==> src/rtl/pm_sleep_pkg.sv <==
package pm_sleep_pkg;

  parameter int unsigned CTL_W      = 16;
  parameter int unsigned TYPE_W     = 3;
  parameter int unsigned TYPE_LSB   = 10;
  parameter int unsigned TRIG_BIT   = 13;
  parameter int unsigned IRQEN_BIT  = 0;

  localparam logic [CTL_W-1:0] TRIG_MASK = CTL_W'(1) << TRIG_BIT;

  localparam logic [TYPE_W-1:0] TYPE_OFF = TYPE_W'(0);
  localparam logic [TYPE_W-1:0] TYPE_RAM = TYPE_W'(1);

  typedef struct packed {
    logic off;
    logic ram;
    logic disk;
  } sleep_req_t;

  function automatic logic [TYPE_W-1:0] type_field(input logic [CTL_W-1:0] v);
    return v[TYPE_LSB +: TYPE_W];
  endfunction

  function automatic sleep_req_t sleep_decode(input logic             trig,
                                              input logic [TYPE_W-1:0] typ,
                                              input logic [TYPE_W-1:0] disk_code);
    sleep_req_t r;
    r = '0;
    if (trig) begin
      if (typ == TYPE_OFF)      r.off  = 1'b1;
      else if (typ == TYPE_RAM) r.ram  = 1'b1;
      else if (typ == disk_code) r.disk = 1'b1;
    end
    return r;
  endfunction

  function automatic logic [CTL_W-1:0] store_value(input logic [CTL_W-1:0] old_v,
                                                   input logic             wr,
                                                   input logic [CTL_W-1:0] wdata,
                                                   input logic             force_on,
                                                   input logic             force_off);
    logic [CTL_W-1:0] v;
    v = wr ? (wdata & ~TRIG_MASK) : old_v;
    if (force_on)       v[IRQEN_BIT] = 1'b1;
    else if (force_off) v[IRQEN_BIT] = 1'b0;
    return v;
  endfunction

endpackage

==> src/rtl/pm_ctl_store.sv <==
module pm_ctl_store
  import pm_sleep_pkg::*;
(
  input  logic             clk,
  input  logic             rst_n,
  input  logic             wr_hit,
  input  logic [CTL_W-1:0] wdata,
  input  logic             force_on,
  input  logic             force_off,
  output logic [CTL_W-1:0] ctl_q
);

  logic [CTL_W-1:0] ctl_d;

  always_comb begin
    ctl_d = store_value(ctl_q, wr_hit, wdata, force_on, force_off);
  end

  always_ff @(posedge clk) begin
    if (!rst_n) ctl_q <= '0;
    else        ctl_q <= ctl_d;
  end

endmodule

==> src/rtl/pm_sleep_decode.sv <==
module pm_sleep_decode
  import pm_sleep_pkg::*;
(
  input  logic              clk,
  input  logic              rst_n,
  input  logic              wr_hit,
  input  logic [CTL_W-1:0]  wdata,
  input  logic [TYPE_W-1:0] disk_code,
  output logic              slp_hit,
  output logic              off_q,
  output logic              ram_q,
  output logic              disk_q
);

  sleep_req_t req_now;

  assign slp_hit = wr_hit & wdata[TRIG_BIT];

  always_comb begin
    req_now = sleep_decode(slp_hit, type_field(wdata), disk_code);
  end

  // disk_q doubles as the pending flag for the trailing power-off pulse
  always_ff @(posedge clk) begin
    if (!rst_n) begin
      off_q  <= 1'b0;
      ram_q  <= 1'b0;
      disk_q <= 1'b0;
    end else begin
      off_q  <= req_now.off | disk_q;
      ram_q  <= req_now.ram;
      disk_q <= req_now.disk;
    end
  end

endmodule

==> src/rtl/pm_sleep_ctl.sv <==
module pm_sleep_ctl
  import pm_sleep_pkg::*;
#(
  parameter int unsigned ADDR_W  = 4,
  parameter int unsigned REG_OFS = 4
) (
  input  logic              clk,
  input  logic              rst_n,
  input  logic              bus_sel,
  input  logic              bus_wr,
  input  logic [ADDR_W-1:0] bus_addr,
  input  logic [CTL_W-1:0]  bus_wdata,
  output logic [CTL_W-1:0]  bus_rdata,
  input  logic [TYPE_W-1:0] disk_sleep_code,
  input  logic              irq_en_set,
  input  logic              irq_en_clr,
  output logic              req_shutdown,
  output logic              req_suspend_ram,
  output logic              req_suspend_disk
);

  localparam logic [ADDR_W-1:0] OFS = ADDR_W'(REG_OFS);

  logic             addr_hit;
  logic             wr_hit;
  logic             rd_hit;
  logic             slp_hit;
  logic [CTL_W-1:0] ctl_q;

  assign addr_hit = bus_sel && (bus_addr == OFS);
  assign wr_hit   = addr_hit && bus_wr;
  assign rd_hit   = addr_hit && !bus_wr;

  pm_ctl_store u_store (
    .clk       (clk),
    .rst_n     (rst_n),
    .wr_hit    (wr_hit),
    .wdata     (bus_wdata),
    .force_on  (irq_en_set),
    .force_off (irq_en_clr),
    .ctl_q     (ctl_q)
  );

  pm_sleep_decode u_dec (
    .clk       (clk),
    .rst_n     (rst_n),
    .wr_hit    (wr_hit),
    .wdata     (bus_wdata),
    .disk_code (disk_sleep_code),
    .slp_hit   (slp_hit),
    .off_q     (req_shutdown),
    .ram_q     (req_suspend_ram),
    .disk_q    (req_suspend_disk)
  );

  assign bus_rdata = rd_hit ? ctl_q : '0;

endmodule

==> config.mk <==
export PLATFORM = sky130hd
export DESIGN_NAME = pm_sleep_ctl
export DESIGN_NICKNAME = d
export VERILOG_FILES = /design/src/rtl/pm_sleep_pkg.sv /design/src/rtl/pm_ctl_store.sv /design/src/rtl/pm_sleep_decode.sv /design/src/rtl/pm_sleep_ctl.sv
export SDC_FILE = /design/constraint.sdc
export NUM_CORES = 1
export LEC_CHECK = 0
export ABC_AREA = 1
export CAP_MARGIN = 20
export CORE_UTILIZATION = 54
export CTS_CLUSTER_DIAMETER = 200
export DETAILED_ROUTE_END_ITERATION = 7
export DONT_BUFFER_PORTS = 1
export PLACE_DENSITY_LB_ADDON = 0.2
export SYNTH_ARGS = -nofsm -noshare
export SYNTH_HDL_FRONTEND = slang
export SYNTH_SLANG_ARGS = --single-unit
==> constraint.sdc <==
create_clock -name clk -period 0.8 [get_ports clk]
set_input_delay 0.08 -clock clk [delete_from_list [all_inputs] [get_ports clk]]
set_output_delay 0.08 -clock clk [all_outputs]
set_load 0.005 [all_outputs]
==> results of run 1 <==
==> worst register-to-register path: cells and delay by family (launching register included) <==
family | cells | cell delay [ns]
AND/OR/NAND/NOR | 1 | 0.05
flip-flops | 1 | 0.34
buffers and inverters | 2 | 0.24
AO/OA/AOI/OAI | 1 | 0.05
==> per-layer routing <==
layer / part of all wire (%) / up-vias
li1: - / 445
met1: 37 / 409
met2: 58 / 38
met3: 4.5 / 2
met4: 0.71 / 0
met5: 0 / -
==> flip-flops by register name, summed over array words and instances, names as in the netlist <==
| name | flops |
|---|---|
| u_dec.ram_q | 1 |
| u_dec.disk_q | 1 |
| u_store.ctl_q | 15 |
| u_dec.off_q | 1 |
==> area by class of cell <==
class,count,area share (%)
clock buffer,3,1.65
inverter,23,6.68
multi-input combinational,83,39.7
sequential,18,27.7
tap,16,1.46
timing repair buffer,31,22.8
==> cell families after synthesis <==
| logic type | Yosys count | share of synthesized area [%] |
|---|---|---|
| other cells | 1 | 0.406 |
| xor+xnor | 3 | 2.84 |
| buf+inv | 28 | 13.9 |
| flops | 18 | 39.0 |
| compound gates | 16 | 12.2 |
| simple gates | 63 | 31.7 |
==> cells in the mapped netlist <==
cell type | n | share of area, %
inv_1 | 22 | 8.9
buf_1 | 1 | 0.41
nand2_1 | 24 | 9.7
nand3_1 | 3 | 1.6
a21oi_1 | 6 | 3.2
conb_1 | 1 | 0.41
nor3_1 | 1 | 0.54
nand4_4 | 1 | 2.3
nand4_1 | 1 | 0.68
a21oi_2 | 8 | 7.6
buf_2 | 2 | 1.1
o21ai_0 | 1 | 0.54
nand3_2 | 1 | 1.1
clkinv_2 | 1 | 0.54
nor2_1 | 22 | 8.9
nor2_2 | 2 | 1.4
buf_4 | 1 | 0.81
buf_12 | 1 | 2.2
o21bai_1 | 1 | 0.81
nand2_2 | 8 | 5.4
xnor2_1 | 3 | 2.8
dfxtp_1 | 18 | 39
==> worst paths after layout <==
kind                                        start                 to  slack [ns]
worst min register to register  u_store.ctl_q[11]  u_store.ctl_q[11]        0.48
worst max register to register   u_store.ctl_q[0]   u_store.ctl_q[0]        0.02
worst min-delay path                bus_wdata[13]       u_dec.disk_q        0.03
worst max-delay path                  bus_addr[1]       bus_rdata[0]       -0.06
==> power groups by stage <==
| stage | Sequential (mW) | Combinational [mW] | Clock [mW] |
|---|---|---|---|
| after floorplan | 0.929 | 0.0870 | 0 |
| after global placement | 0.930 | 0.101 | 0 |
| after detailed placement | 0.930 | 0.104 | 0 |
| after CTS | 0.911 | 0.205 | 0.453 |
| after global routing | 0.913 | 0.263 | 0.476 |
| final | 0.912 | 0.246 | 0.438 |
==> stage by stage <==
| step | setup TNS [ns] | utilization (%) | std cells | area, um^2 | setup WS, ns |
|---|---|---|---|---|---|
| global route | -1.17 | 87.7 | 174 | 1370 | -0.0867 |
| finish | -0.775 | 87.7 | 174 | 1370 | -0.0610 |
| detailed placement | -0.0412 | 61.9 | 144 | 965 | -0.0215 |
| global placement | 0 | 61.9 | 144 | 965 | 0.0202 |
| CTS | -0.644 | 81.5 | 171 | 1270 | -0.0502 |
| floorplan | 0 | - | 129 | 950 | 0.00928 |
==> repair_timing <==
action / CTS / global route
setup buffers: 4 / 3
hold buffers: 20 / 0
gates cloned: 0 / 0
endpoints found under the setup margin: 15 / 20
gates resized for setup: 43 / 19
hold endpoints to repair: 18 / 0
pin swaps: 15 / 5
==> impl_metrics.toml, run 1 <==
[worst_hold_path]
hold_depth = 4
min_path_type = "primary input to flop"

[global_routing]
use_met1_pct = 31.6
antenna_found_initial = 0
gr-total-overflow = 0
grt_max_degree = 17
grt-busiest-layer = "met2"
grt_pass1_vias = 896
grt_pass1_wl_um = 3920
grtUsageMet3_pct = 3.75
grt_util_all_layers_pct = 28.6
use_met2_pct = 55.8

[placement]
place_hpwl_um = 1370
portBuffers = 0
place.gp.congestion = 0.726

[finish]
final_cell_mix = "24 x nand2_1, 16 x inv_2, 15 x dlygate4sd3_1, 15 x dfxtp_2, 11 x nor2_2"
insertedDiodeCount = 0
nets = 189
seqCellArea_um2 = 379
multiInputGateArea_um2 = 543
drive_gt1_share_pct = 54.4
syn_to_final_growth_pct = 47.9
n_fill_cell = 86
layout_commonest_cell = "nand2_1"

[critical_path]
slowest_delay_ns = 0.21
crit_slowest_cell = "nor3_1"
end_kind = "primary output"
crit_family = "simple AND/OR/NAND/NOR gates"
cp.arrival_ns = 0.78
critical_path_buf_inv_count = 1
critPathLaunchType = "primary input"
path_cells = "nor3_1 > nand3_1 > buf_6 > nor2_2"
crit_cells = 4
required_ns = 0.72
r2r_cells = 4
worstSetupPathType = "primary input to primary output"
critPathMaxFanout = 15

[sta]
slew_violations = 0
layout_setup_ws_ns = -0.0610
hold_viol = 0
final.min_clock_period_ns = 0.861
timing.hold.ws_ns = 0.0346
period_share_pct = 108
max_freq_mhz = 1160
rsz0062_at_grt = "yes"
skew_ns = 0.000799
final-setup-viol-count = 16

[clocking]
clock-sinks = 18
clock_path_buffers = 2
clk_latency_ns = 0.28
tritoncts = "done"
clkTransAtPathRegs_ns = 0.10
cts_made_buffers = 3
htreeDepth = 1
root_buffer = "clkbuf_4"

[yosys]
ys_ff_latch = 18
ys_warn_count = 0
syn_area_per_cell_um2 = 7.17
ys_seq_area_share_pct = 39.0
syn-num-nets = 158
syn_inst = 129
synth.distinct_cells = 22
syn_area_um2 = 925

[pwr]
p_seq_share_pct = 57.2
sw_frac_of_total_pct = 23.8
power_density_nw_per_um2 = 1170
p_clk_share_pct = 27.4
p_leak_nw = 0.525
peakVddDrop_mv = 1.14
power.total_mw = 1.60
comb_power_share_pct = 15.4
internal-power_mw = 1.22
power.switching_uw = 380

[floorplanning]
die_w_um = 43.4
rows = 14
dieArea_um2 = 1880
io_pins = 48
start_util_pct = 59.3
fp.dieH_um = 43.4
core_um2 = 1560

[routing]
antenna_left = 0
finalWirelength_um = 2540
route.detailed.drc = 6
first_pass_iters = 6
wl_per_cell_um = 14.6
viasPerCell = 5.14
drt_iter0_drc = 24
vias = 894

[run]
drv_cap = 0

[run_status]
violations = "design-rule violations, negative setup slack"
outcome = "finished with violations"
Power figures use the tool's default switching activity.
==> run 2: changes to the inputs <==
CELL_PAD_IN_SITES_DETAIL_PLACEMENT = 2   (was default)
CELL_PAD_IN_SITES_GLOBAL_PLACEMENT = 2   (was default)
CORE_UTILIZATION = 27   (was 54)
==> run 2 against run 1 <==
Net effect: the flow finishes with violations (negative setup slack); non-clock buffer count fell by 1; hold slack got worse by 0.022 ns; final cell count rose by 16%; largest power group unchanged.
==> impl_metrics.toml, run 2 (synthesis gave the netlist of run 1 again) <==
[run_status]
outcome = "finished with violations"
violations = "negative setup slack"

[clocking]
root_buffer = "clkbuf_4"
clk_latency_ns = 0.30
tritoncts = "done"
htreeDepth = 1
clkTransAtPathRegs_ns = 0.11
clock-sinks = 18
clock_path_buffers = 2
cts_made_buffers = 3

[floorplanning]
io_pins = 48
die_w_um = 60.5
start_util_pct = 29.3
rows = 20
dieArea_um2 = 3660
core_um2 = 3150
fp.dieH_um = 60.5

[critical_path]
worstSetupPathType = "flop to primary output"
cp.arrival_ns = 0.78
crit_slowest_cell = "dfxtp_2"
slowest_delay_ns = 0.35
r2r_cells = 3
path_cells = "inv_2 > nor2_4"
critPathLaunchType = "flop"
critical_path_buf_inv_count = 1
crit_family = "flip-flops"
r2r_setup_slack_ns = 0.06
critPathMaxFanout = 2
crit_cells = 2
end_kind = "primary output"
required_ns = 0.72

[routing]
vias = 904
route.detailed.drc = 0
antenna_left = 0
wl_per_cell_um = 13.8
viasPerCell = 4.48
drt_iter0_drc = 27
first_pass_iters = 2
finalWirelength_um = 2790

[global_routing]
grt_util_all_layers_pct = 16.0
grt_pass1_vias = 958
gr-total-overflow = 0
grt_max_degree = 17
antenna_found_initial = 0
grt_pass1_wl_um = 4190

[finish]
final_util_pct = 44.6
insertedDiodeCount = 0
largest_reg_flops = 15
drive_gt1_share_pct = 53.2
final_cell_mix = "24 x nand2_1, 15 x inv_2, 15 x dfxtp_2"
syn_to_final_growth_pct = 52.1
nets = 188
layout_commonest_cell = "nand2_1"
n_fill_cell = 356
layout.cells.non_filler = 202
top_register = "u_store.ctl_q"

[pwr]
peakVddDrop_mv = 0.860
internal-power_mw = 1.31
power_density_nw_per_um2 = 1210
p_leak_nw = 0.526
p_seq_share_pct = 53.4
comb_power_share_pct = 13.4
sw_frac_of_total_pct = 23.3
power.switching_uw = 398
p_clk_share_pct = 33.2
power.total_mw = 1.71

[placement]
place_inst = 173
place_hpwl_um = 1770
place.gp.congestion = 0.674
portBuffers = 0

[sta]
final.min_clock_period_ns = 0.863
layout_setup_ws_ns = -0.0634
timing.hold.ws_ns = 0.0127
skew_ns = 0.0000514
rsz0062_at_grt = "yes"
period_share_pct = 108
hold_viol = 0
max_freq_mhz = 1160
tns_ns = -0.646
final-setup-viol-count = 15
slew_violations = 0

[run]
drv_cap = 0

[worst_hold_path]
min_path_type = "primary input to flop"
hold_depth = 4
==> run 2: area by class of cell <==
| cell class | instances | area [um^2] | area share (%) |
|---|---|---|---|
| tap | 44 | 55.1 | 3.91 |
| sequential | 18 | 379 | 27.0 |
| multi-input combinational | 83 | 551 | 39.1 |
| clock buffer | 4 | 36.3 | 2.58 |
| timing repair buffer | 30 | 294 | 20.9 |
| inverter | 23 | 91.3 | 6.49 |
==> run 2: what timing repair did <==
item	in CTS	in global routing
endpoints found under the setup margin	15	18
hold buffers	20	0
pin swaps	15	6
resized for setup	46	18
endpoints found under the hold margin	18	0
setup buffers	2	3
==> run 2: metrics by stage <==
step | area (um^2) | setup slack [ns]
after floorplan | 950 | 0.00928
after global placement | 995 | -0.0220
after detailed placement | 995 | -0.0605
after CTS | 1320 | -0.0685
after global routing | 1410 | -0.110
final | 1410 | -0.0634
==> run 2: path summary, 6_finish.rpt <==
check,startpoint,to
min,bus_wdata[0],u_store.ctl_q[0]
min reg2reg,u_store.ctl_q[15],u_store.ctl_q[15]
max,u_store.ctl_q[4],bus_rdata[4]
max reg2reg,u_store.ctl_q[0],u_store.ctl_q[0]
==> run 2: layer usage <==
metal	global-route usage (%)	vias up	wire, um
li1	-	446	-
met1	15.7	433	1020
met2	31.7	23	1650
met3	5.97	2	108
met4	3.57	0	6
met5	0	-	0
==> run 2: worst register-to-register path, stage by stage (launching register included) <==
cell and delay [ns]:
dfxtp_2 0.35, buf_4 0.10, nand3_1 0.07, a21oi_1 0.15
==> run 2: power by group through the flow <==
| stage | registers [mW] | clock network [mW] | logic [mW] |
|---|---|---|---|
| 5_1_grt | 0.913 | 0.623 | 0.250 |
| 3_5_place_dp | 0.930 | 0 | 0.104 |
| 2_1_floorplan | 0.929 | 0 | 0.0870 |
| 4_1_cts | 0.912 | 0.589 | 0.202 |
| 3_3_place_gp | 0.930 | 0 | 0.100 |
| 6_report | 0.912 | 0.567 | 0.228 |
==> run 3: changes to the inputs <==
CORE_UTILIZATION = 26   (was 27)
==> run 3 against run 2 <==
Net effect: routed wire length grew 1.7%; die area grew 3.7%; final cell count grew 0.99%; first-iteration DRC count shrank 52%; critical endpoint is now bus_rdata[14]; clock skew is essentially flat; sequential power is essentially flat; critical path type unchanged; hold slack lost 0.0055 ns; combinational power shrank 7%; the flow still finishes with violations (negative setup slack); sequential cell count is the same.
==> impl_metrics.toml, run 3 (synthesis gave the netlist of run 1 again) <==
[run_status]
outcome = "finished with violations"
violations = "negative setup slack"

[sta]
rsz0062_at_grt = "yes"
period_share_pct = 108
layout_setup_ws_ns = -0.0612
timing.hold.ws_ns = 0.00717
final.min_clock_period_ns = 0.861
skew_ns = 0.0000546
final-setup-viol-count = 16
max_freq_mhz = 1160
hold_viol = 0
tns_ns = -0.598
slew_violations = 0

[finish]
nets = 188
drive_gt1_share_pct = 54.4
final_cell_mix = "23 x nand2_1, 16 x inv_2, 15 x dfxtp_2"
n_fill_cell = 413
largest_reg_flops = 15
syn_to_final_growth_pct = 51.6
layout_commonest_cell = "nand2_1"
insertedDiodeCount = 0
fin_area_um2 = 1400
top_register = "u_store.ctl_q"
layout.cells.non_filler = 204
final_util_pct = 41.7

[critical_path]
critPathLaunchType = "flop"
r2r_setup_slack_ns = 0
required_ns = 0.72
r2r_cells = 4
r2r-start = "u_store.ctl_q[12]"
end_kind = "primary output"
crit_path_start = "u_store.ctl_q[14]"
worstSetupPathType = "flop to primary output"
cp.arrival_ns = 0.78
critPathMaxFanout = 2

[clocking]
clkTransAtPathRegs_ns = 0.10
root_buffer = "clkbuf_4"
clock_path_buffers = 2
cts_made_buffers = 3
clk_latency_ns = 0.29
tritoncts = "done"
clock-sinks = 18
htreeDepth = 1

[global_routing]
antenna_found_initial = 0
grt_pass1_wl_um = 4180
grt_util_all_layers_pct = 15.4
grt_pass1_vias = 949
grt_max_degree = 17
gr-total-overflow = 0

[pwr]
peakVddDrop_mv = 0.877
p_leak_nw = 0.509
power_density_nw_per_um2 = 1200
power.total_mw = 1.68

[floorplanning]
rows = 21
die_w_um = 61.6
dieArea_um2 = 3800
fp.dieH_um = 61.6
core_um2 = 3360
io_pins = 48
start_util_pct = 27.5

[worst_hold_path]
hold_depth = 3
hp-start = "disk_sleep_code[1]"
min_path_type = "primary input to flop"

[routing]
drt_iter0_drc = 13
viasPerCell = 4.48
vias = 913
first_pass_iters = 2
antenna_left = 0
route.detailed.drc = 0
finalWirelength_um = 2830
wl_per_cell_um = 13.9

[placement]
portBuffers = 0
place_inst = 175
place.gp.congestion = 0.715
place_hpwl_um = 1840
dpl-instance-area_um2 = 1010
place_ws_ns = -0.0551

[run]
drv_cap = 0
-- run 3: path summary, 6_finish.rpt --
path / endpoint
worst min-delay path: u_dec.disk_q
worst max-delay path: bus_rdata[14]
worst max register to register: u_store.ctl_q[12]
worst min register to register: u_store.ctl_q[15]
-- run 3: cell type report --
cell class	count	area (um^2)	share of cell area (%)
multi-input combinational	83	541	38.6
clock buffer	4	36.3	2.59
timing repair buffer	30	297	21.2
inverter	23	91.3	6.52
sequential	18	379	27.1
tap	46	57.6	4.11
-- run 3: worst max-delay path: stages (launching register included) --
cell and delay, ns:
dfxtp_2 0.36, inv_2 0.04, nor2_2 0.09
-- run 3: routing by layer --
| layer | share of wire [%] | global-route usage, % | wire length, um |
|---|---|---|---|
| met1 | 40 | 16.6 | 1130 |
| met2 | 53 | 29.5 | 1510 |
| met3 | 6.1 | 4.62 | 173 |
| met4 | 0.53 | 2.86 | 15 |
| met5 | 0 | 0 | 0 |
-- run 3: power by group --
part / internal (mW) / total (mW) / switching (mW)
Clock: 0.277 / 0.557 / 0.280
Combinational: 0.115 / 0.212 / 0.0969
Sequential: 0.906 / 0.912 / 0.00657
-- run 3: repair_timing --
action	4_1_cts	5_1_grt
endpoints found under the setup margin	15	18
resized for setup	45	17
buffers inserted	5	2
pin swaps	15	6
hold buffers	18	0
endpoints found under the hold margin	18	0
